[config.mk]
export PLATFORM = sky130hd
export DESIGN_NAME = ctx_shadow_unit
export DESIGN_NICKNAME = d
export VERILOG_FILES = /design/src/rtl/ctx_pkg.sv /design/src/rtl/ctx_shadow_cell.sv /design/src/rtl/ctx_leave_fsm.sv /design/src/rtl/ctx_shadow_unit.sv
export SDC_FILE = /design/constraint.sdc
export NUM_CORES = 1
export LEC_CHECK = 0
export BUFFER_PORTS_ARGS = -buffer_cell sky130_fd_sc_hd__buf_2
export CAP_MARGIN = 20
export CORE_MARGIN = 4
export CORE_UTILIZATION = 45
export DETAILED_ROUTE_END_ITERATION = 7
export GPL_TIMING_DRIVEN = 0
export PLACE_DENSITY = 0.67
export SYNTH_ARGS = -nofsm -noshare
export SYNTH_HDL_FRONTEND = slang
export SYNTH_SLANG_ARGS = --single-unit
[constraint.sdc]
create_clock -name clk -period 2.1 [get_ports clk]
set_input_delay 0.105 -clock clk [delete_from_list [all_inputs] [get_ports clk]]
set_output_delay 0.105 -clock clk [all_outputs]
set_load 0.02 [all_outputs]
[src/rtl/ctx_pkg.sv]
package ctx_pkg;
    localparam int NREG  = 8;
    localparam int IDX_W = $clog2(NREG);

    typedef enum logic [IDX_W-1:0] {
        IX_STATUS = 3'd0,
        IX_FSR0L  = 3'd1,
        IX_FSR0H  = 3'd2,
        IX_FSR1L  = 3'd3,
        IX_FSR1H  = 3'd4,
        IX_BSR    = 3'd5,
        IX_WREG   = 3'd6,
        IX_PCLATH = 3'd7
    } ctx_idx_e;

    typedef enum logic {
        ST_READY   = 1'b0,
        ST_RESTORE = 1'b1
    } leave_state_e;
endpackage

[src/rtl/ctx_shadow_cell.sv]
module ctx_shadow_cell #(
    parameter int          DW   = 8,
    parameter logic [DW-1:0] MASK = '1
) (
    input  logic          clk,
    input  logic          rst_n,
    input  logic          cap_i,
    input  logic [DW-1:0] cap_d,
    input  logic          wr_i,
    input  logic [DW-1:0] wr_d,
    output logic [DW-1:0] q_o
);
    always_ff @(posedge clk or negedge rst_n) begin
        if (!rst_n)     q_o <= '0;
        else if (cap_i) q_o <= cap_d & MASK;
        else if (wr_i)  q_o <= wr_d & MASK;
    end

    // pad bits never set
    a_r8_pad_zero: assert property (@(posedge clk) disable iff (!rst_n)
        (q_o & ~MASK) == '0);
endmodule

[src/rtl/ctx_leave_fsm.sv]
module ctx_leave_fsm #(
    parameter int BUS_W = 64
) (
    input  logic             clk,
    input  logic             rst_n,
    input  logic             leave_i,
    input  logic [BUS_W-1:0] shadow_i,
    output logic             restore_o,
    output logic [BUS_W-1:0] data_o
);
    import ctx_pkg::*;

    leave_state_e state_q, state_d;

    always_comb begin
        state_d = state_q;
        unique case (state_q)
            ST_READY:   if (leave_i) state_d = ST_RESTORE;
            ST_RESTORE: state_d = ST_READY;
            default:    state_d = ST_READY;
        endcase
    end

    always_ff @(posedge clk or negedge rst_n) begin
        if (!rst_n) state_q <= ST_READY;
        else        state_q <= state_d;
    end

    always_ff @(posedge clk or negedge rst_n) begin
        if (!rst_n)       data_o <= '0;
        else if (leave_i) data_o <= shadow_i;
    end

    assign restore_o = (state_q == ST_RESTORE);

    // one-cycle pulse
    a_r5_single_pulse: assert property (@(posedge clk) disable iff (!rst_n)
        restore_o |=> !restore_o);
    // leave in ready produces a restore next cycle with old shadows
    a_r4_restore_follows: assert property (@(posedge clk) disable iff (!rst_n)
        (leave_i && !restore_o) |=> (restore_o && data_o == $past(shadow_i)));
endmodule

[src/rtl/ctx_shadow_unit.sv]
module ctx_shadow_unit #(
    parameter int DW       = 8,
    parameter int BSR_W    = 5,
    parameter int PCLATH_W = 7
) (
    input  logic                          clk,
    input  logic                          rst_n,
    input  logic                          enter_i,
    input  logic                          leave_i,
    input  logic [ctx_pkg::NREG*DW-1:0]   core_i,
    input  logic                          sw_wr_i,
    input  logic [ctx_pkg::IDX_W-1:0]     sw_addr_i,
    input  logic [DW-1:0]                 sw_wdata_i,
    output logic [DW-1:0]                 sw_rdata_o,
    output logic                          restore_o,
    output logic [ctx_pkg::NREG*DW-1:0]   restore_data_o
);
    import ctx_pkg::*;

    localparam int BUS_W = NREG * DW;

    function automatic logic [DW-1:0] mask_of(int idx);
        if (idx == int'(IX_BSR))    return DW'((1 << BSR_W) - 1);
        if (idx == int'(IX_PCLATH)) return DW'((1 << PCLATH_W) - 1);
        return '1;
    endfunction

    function automatic logic [BUS_W-1:0] mask_bus();
        logic [BUS_W-1:0] m;
        for (int k = 0; k < NREG; k++) m[k*DW +: DW] = mask_of(k);
        return m;
    endfunction

    localparam logic [BUS_W-1:0] MASKS = mask_bus();

    logic [DW-1:0]    shadow_q [NREG];
    logic [BUS_W-1:0] shadow_bus;

    for (genvar g = 0; g < NREG; g++) begin : g_cell
        ctx_shadow_cell #(.DW(DW), .MASK(mask_of(g))) u_cell (
            .clk   (clk),
            .rst_n (rst_n),
            .cap_i (enter_i),
            .cap_d (core_i[g*DW +: DW]),
            .wr_i  (sw_wr_i && (sw_addr_i == IDX_W'(g))),
            .wr_d  (sw_wdata_i),
            .q_o   (shadow_q[g])
        );
        assign shadow_bus[g*DW +: DW] = shadow_q[g];
    end

    assign sw_rdata_o = shadow_q[sw_addr_i];

    ctx_leave_fsm #(.BUS_W(BUS_W)) u_fsm (
        .clk       (clk),
        .rst_n     (rst_n),
        .leave_i   (leave_i),
        .shadow_i  (shadow_bus),
        .restore_o (restore_o),
        .data_o    (restore_data_o)
    );

    // every entry strobe captures, winning over a write
    a_r3_always_capture: assert property (@(posedge clk) disable iff (!rst_n)
        enter_i |=> shadow_bus == ($past(core_i) & MASKS));
    // a lone write changes only the addressed shadow
    a_r6_write_hits: assert property (@(posedge clk) disable iff (!rst_n)
        (sw_wr_i && !enter_i) |=>
            shadow_q[$past(sw_addr_i)] == ($past(sw_wdata_i) & mask_of(int'($past(sw_addr_i)))));
    a_r6_idle_stable: assert property (@(posedge clk) disable iff (!rst_n)
        (!sw_wr_i && !enter_i) |=> $stable(shadow_bus));
endmodule

# [Yosys cells after proc, flatten, opt, wreduce, memory -nomap -nowiden]
# Cells that the tools add are included.
[classes] div_mod_pow=0 order_cmp=1 n_eq_ne=7 multipliers=0 shift=0 n_mux=21 bitwise_logic=2 reduce_logical=17 add_sub_neg=0
[op_table] operator="$mux W8" count=18
[op_table] operator="$bmux W8 S3" count=1
[op_table] operator="$reduce_bool A2 Y1" count=8
[op_table] operator="$eq A3 B3 Y1 const B" count=4
[op_table] operator="$logic_and A1 B1 Y1" count=8
[op_table] operator="$eq A3 B2 Y1 const B" count=2
[op_table] operator="$ge A4 B4 Y1 const B" count=1
[op_table] operator="$not A3 Y4" count=1
[op_table] operator="$eq A3 B1 Y1 const B" count=1
[op_table] operator="$logic_not A3 Y1" count=1
[op_table] operator="$pmux W1 S2" count=1
[op_table] operator="$mux W1" count=1
[op_table] operator="$not A1 Y1" count=1
[totals] n_memories=0 latchBits=0 word_cells=58 inputBits=80 ram_bits=0 ff_bits=129 mem_bits_ro=0 output_inout_bits=73

# [Logic depth before layout (Yosys ltp)]
[logic_depth] ltp_word=4 ltp_mapped=6 depth_no_buf=3

# [Hierarchy]
# From an unflattened synthesis, not the netlist that was laid out.
[unflattened] hier_cells=471 area_unflattened_um2=6074.6
[by_module_without_submodules] mod="ctx_leave_fsm" seq_area_each_um2=1626.6 n_inst=1 cells_each=137 area_per_inst_um2=2610.0
[by_module_without_submodules] mod="ctx_shadow_cell at g_cell[0].u_cell ..." seq_area_each_um2=200.2 n_inst=6 cells_each=34 area_per_inst_um2=372.9
[by_module_without_submodules] mod="ctx_shadow_unit" seq_area_each_um2=0.0 n_inst=1 cells_each=72 area_per_inst_um2=629.4
[by_module_without_submodules] mod="ctx_shadow_cell at g_cell[7].u_cell" seq_area_each_um2=175.2 n_inst=1 cells_each=32 area_per_inst_um2=336.6
[by_module_without_submodules] mod="ctx_shadow_cell at g_cell[5].u_cell" seq_area_each_um2=125.1 n_inst=1 cells_each=26 area_per_inst_um2=261.5

# [Least setup slack after synthesis]
# No wires, ideal clock.
[synth_timing] path_kind="input to output" start="input port sw_addr_i[1] in the netlist's numbering" end="output port sw_rdata_o[5]" cell_stages=5 slack_ns=0.711 t_required_ns=1.995 t_arrival_ns=1.284 path_cell_list="buf_4 -> buf_4 -> mux2i_1 -> o211a_1 -> a221oi_1"
[synth_between] elab_chain_cells=4
[synth_rtl] item="start: declaration" line_no="ctx_shadow_unit.sv:12" rtl="input logic [ctx_pkg::IDX_W-1:0] sw_addr_i,"
[synth_rtl] item="$not A3 Y4 (not written as such)" line_no="ctx_shadow_unit.sv:52" rtl="assign sw_rdata_o = shadow_q[sw_addr_i];"
[synth_rtl] item="$bmux W8 S3" line_no="ctx_shadow_unit.sv:52"
[synth_rtl] item="$mux W8 (not written as such) (2 in series)" line_no="ctx_shadow_unit.sv:52"
[synth_rtl] item="end: declaration" line_no="ctx_shadow_unit.sv:14" rtl="output logic [DW-1:0] sw_rdata_o,"
# No other way between the ends. The select of a mux whose other input is x is not followed.

# [Worst setup path after layout]
[layout_timing] start="register g_cell[1].u_cell.q_o[0]" end="output port sw_rdata_o[0]"
[layout_between] elab_chain_cells=3
[layout_rtl] item="start: declaration" line_no="ctx_shadow_cell.sv:11" rtl="output logic [DW-1:0] q_o"
[layout_rtl] item="start signal: assignment" line_no="ctx_shadow_cell.sv:15" rtl="else if (cap_i) q_o <= cap_d & MASK;"
[layout_rtl] item="start signal: assignment" line_no="ctx_shadow_cell.sv:16" rtl="else if (wr_i) q_o <= wr_d & MASK;"
[layout_rtl] item="$bmux W8 S3" line_no="ctx_shadow_unit.sv:52"
[layout_rtl] item="$mux W8 (not written as such) (2 in series)" line_no="ctx_shadow_unit.sv:52"
# No other way between the ends. The select of a mux whose other input is x is not followed.

==> flow_summary.toml <==
[critical_path]
path_cells = "mux4_1 > mux2_2 > buf_2"
arrival_ns = 1.83
slowest_delay_ns = 0.56
start_kind = "flop"
critical_path_required_ns = 2.00
critical_path_class = "flop to primary output"
worstSetupEndpointType = "primary output"
crit_path_max_fanout = 3
cp_slowest_cell = "mux4_1"

[timing]
slew_headroom = 0.526
tightest_slew_ns = 0.711
setup_viol = 0
slew_violations = 0
fmax_ghz = 0.517
finClkSkew_ns = 0.00734
rsz0062_at_grt = "false"
period_minus_slack_ns = 1.93
layout_worst_path_cycle_share = 0.920
holdWs_ns = 0.0891
hold_viol = 0

[placed_design]
dpl.hpwl_um = 11500
io_buffer_count = 134
globalplace.congestion = 0.792

[route]
route.final.wire_length_um = 16600
final_antenna_net_count = 0
drt_iter0_markers = 289
drc = 0
routed.top_layer = "met4"
num_vias = 4481
wl_met1_um = 7010
wl_per_cell_um = 19.6
routed-wl-met3_um = 973
firstDrtPassIters = 5
vias_per_cell = 5.28
wl_met2_um = 8220

[synthesis]
syn_area_sq_um = 5630
synth-seq-cells = 121
ys_warn_count = 0
avgSynthCellArea_sq_um = 12.5
synthCells = 450
ys_seq_area_frac = 0.538
synthDistinctLibCells = 27

[layout]
drive_above_1_share = 0.373
layout_common_cells = "144 x buf_2, 121 x dfrtp_1, 67 x mux2i_1, 67 x mux2_2, 61 x dlygate4sd3_1"
syn_to_final_growth_pct = 36.5
final_core_util = 0.635
final_common_cell = "buf_2"
nets = 748
fill_cells = 992

[floorplan]
row_count = 40
die_area_sq_um = 14400
die_w_um = 120
initial_core_util = 0.465
dieHeight_um = 120
core_sq_um = 12100
io_pins = 153

[grt]
overflow = 0
grt_pass1_wl_um = 26000
gr-usage-all-layers = 0.240
grt_max_degree = 64
antenna_found_initial = 1
grt_pass1_vias = 4733

[power_and_ir_drop]
report.power.total_mw = 6.64
p_sw_mw = 1.84
internal_power_mw = 4.80
ir_worst_vdd_mv = 0.458
p_leak_nw = 3.72
seqPwrFrac = 0.421
swShare = 0.277
p_per_area_nw_per_um2 = 863
p_comb_frac = 0.192
pwr-share-clk = 0.387

[hold_path]
hold_path.class = "input port to flop"

[clock_tree]
clk_pin_slew_ns = 0.05
cts_num_sinks = 121
numCtsBuffers = 17
post_cts.repair.setup_buffers = 0
clockBufferDepth = 2
clkLatencyLatePin_ns = 0.41
htreeDepth = 4
tritoncts = "built"
cts_resized = 0
root_buffer = "clkbuf_16"

[flow_run]
maxCapViolCount = 0

[status]
outcome = "finished clean"
==> metal layers <==
metal / track usage / vias up
li1: - / 2035
met1: 0.319 / 2233
met2: 0.391 / 183
met3: 0.0514 / 30
met4: 0.0873 / 0
met5: 0 / -
==> per-stage QoR <==
| step | cells | setup slack [ns] | cell area, sq um | setup TNS (ns) |
|---|---|---|---|---|
| after floorplan | 453 | 0.711 | 5640 | 0 |
| after global placement | 755 | -0.568 | 6520 | -67.64 |
| after detailed placement | 756 | 0.487 | 6560 | 0 |
| after CTS | 847 | 0.150 | 7680 | 0 |
| after global routing | 848 | 0.118 | 7690 | 0 |
| final | 848 | 0.167 | 7690 | 0 |
==> synth_stat cells <==
| cell | n | share of area |
|---|---|---|
| o21ai_0 | 60 | 0.053 |
| buf_6 | 1 | 0.0020 |
| buf_8 | 1 | 0.0027 |
| nor4bb_1 | 2 | 0.0036 |
| nor4b_2 | 1 | 0.0027 |
| buf_1 | 6 | 0.0040 |
| buf_2 | 11 | 0.0098 |
| mux4_1 | 7 | 0.033 |
| mux2_2 | 67 | 0.13 |
| conb_1 | 1 | 0.00067 |
| nand2_1 | 60 | 0.040 |
| nand2b_1 | 1 | 0.0011 |
| a22oi_1 | 1 | 0.0013 |
| o21ai_1 | 1 | 0.00089 |
| nand4b_1 | 3 | 0.0047 |
| and4bb_2 | 1 | 0.0022 |
| o211a_1 | 2 | 0.0036 |
| mux4_2 | 3 | 0.012 |
| clkbuf_1 | 17 | 0.011 |
| nor2b_1 | 2 | 0.0022 |
| a221oi_1 | 2 | 0.0031 |
| nand3_1 | 2 | 0.0018 |
| nor2_1 | 1 | 0.00067 |
| dfrtp_1 | 121 | 0.54 |
| buf_4 | 8 | 0.011 |
| nand4_2 | 1 | 0.0022 |
| mux2i_1 | 67 | 0.12 |
==> area by class of cell <==
class / count / area (sq um) / share of cell area
multi-input cells: 288 / 2390 / 0.310
repair buffers: 196 / 1320 / 0.171
clock inverters: 3 / 15.0 / 0.00195
plain buffers: 44 / 228 / 0.0296
well taps: 168 / 210 / 0.0273
diodes: 1 / 2.50 / 0.000326
flip-flops and latches: 121 / 3030 / 0.394
clock buffers: 27 / 503 / 0.0654
==> final timing paths <==
path	from	endpoint	slack, ns	cells past startpoint
min in group asynchronous	rst_n	u_fsm.data_o[13]	0.23	2
setup reg to reg	g_cell[6].u_cell.q_o[3]	g_cell[6].u_cell.q_o[3]	1.29	2
setup / recovery	g_cell[1].u_cell.q_o[0]	sw_rdata_o[0]	0.17	3
max in group asynchronous	rst_n	u_fsm.data_o[50]	1.18	3
hold / removal	sw_wdata_i[7]	g_cell[3].u_cell.q_o[7]	0.09	3
hold reg to reg	u_fsm.restore_o	u_fsm.restore_o	0.43	1
==> power groups by stage <==
| stage | Sequential [mW] | Clock, mW | Combinational, mW |
|---|---|---|---|
| after CTS | 2.79 | 2.61 | 1.29 |
| after floorplan | 2.99 | 0 | 0.526 |
| after detailed placement | 2.82 | 0 | 1.19 |
| final | 2.79 | 2.57 | 1.27 |
| after global placement | 2.81 | 0 | 1.16 |
| after global routing | 2.82 | 2.73 | 1.38 |
==> worst max-delay path: cells and delay by family (launching register included) <==
family                 cells  cell delay, ns
buffers and inverters      1            0.16
multiplexers               2            0.86
flip-flops                 1            0.39
==> sequential cells by signal (all words and copies together), names as in the netlist <==
| signal | flops |
|---|---|
| u_fsm.restore_o | 1 |
| g_cell.u_cell.q_o | 60 |
| u_fsm.data_o | 60 |
==> kinds of logic after synthesis <==
| logic type | count (synthesis) | share of synthesized area |
|---|---|---|
| multiplexers | 144 | 0.298 |
| AO/OA/AOI/OAI | 66 | 0.0622 |
| AND/OR/NAND/NOR | 74 | 0.0611 |
| flip-flops | 121 | 0.538 |
| other | 1 | 0.000666 |
| buffers and inverters | 44 | 0.0404 |
==> what timing repair did <==
action                     CTS  global route
hold endpoints to repair   118             0
hold buffers                61             0
setup endpoints to repair    0             0
No activity file was read; power rests on OpenSTA's default activity.
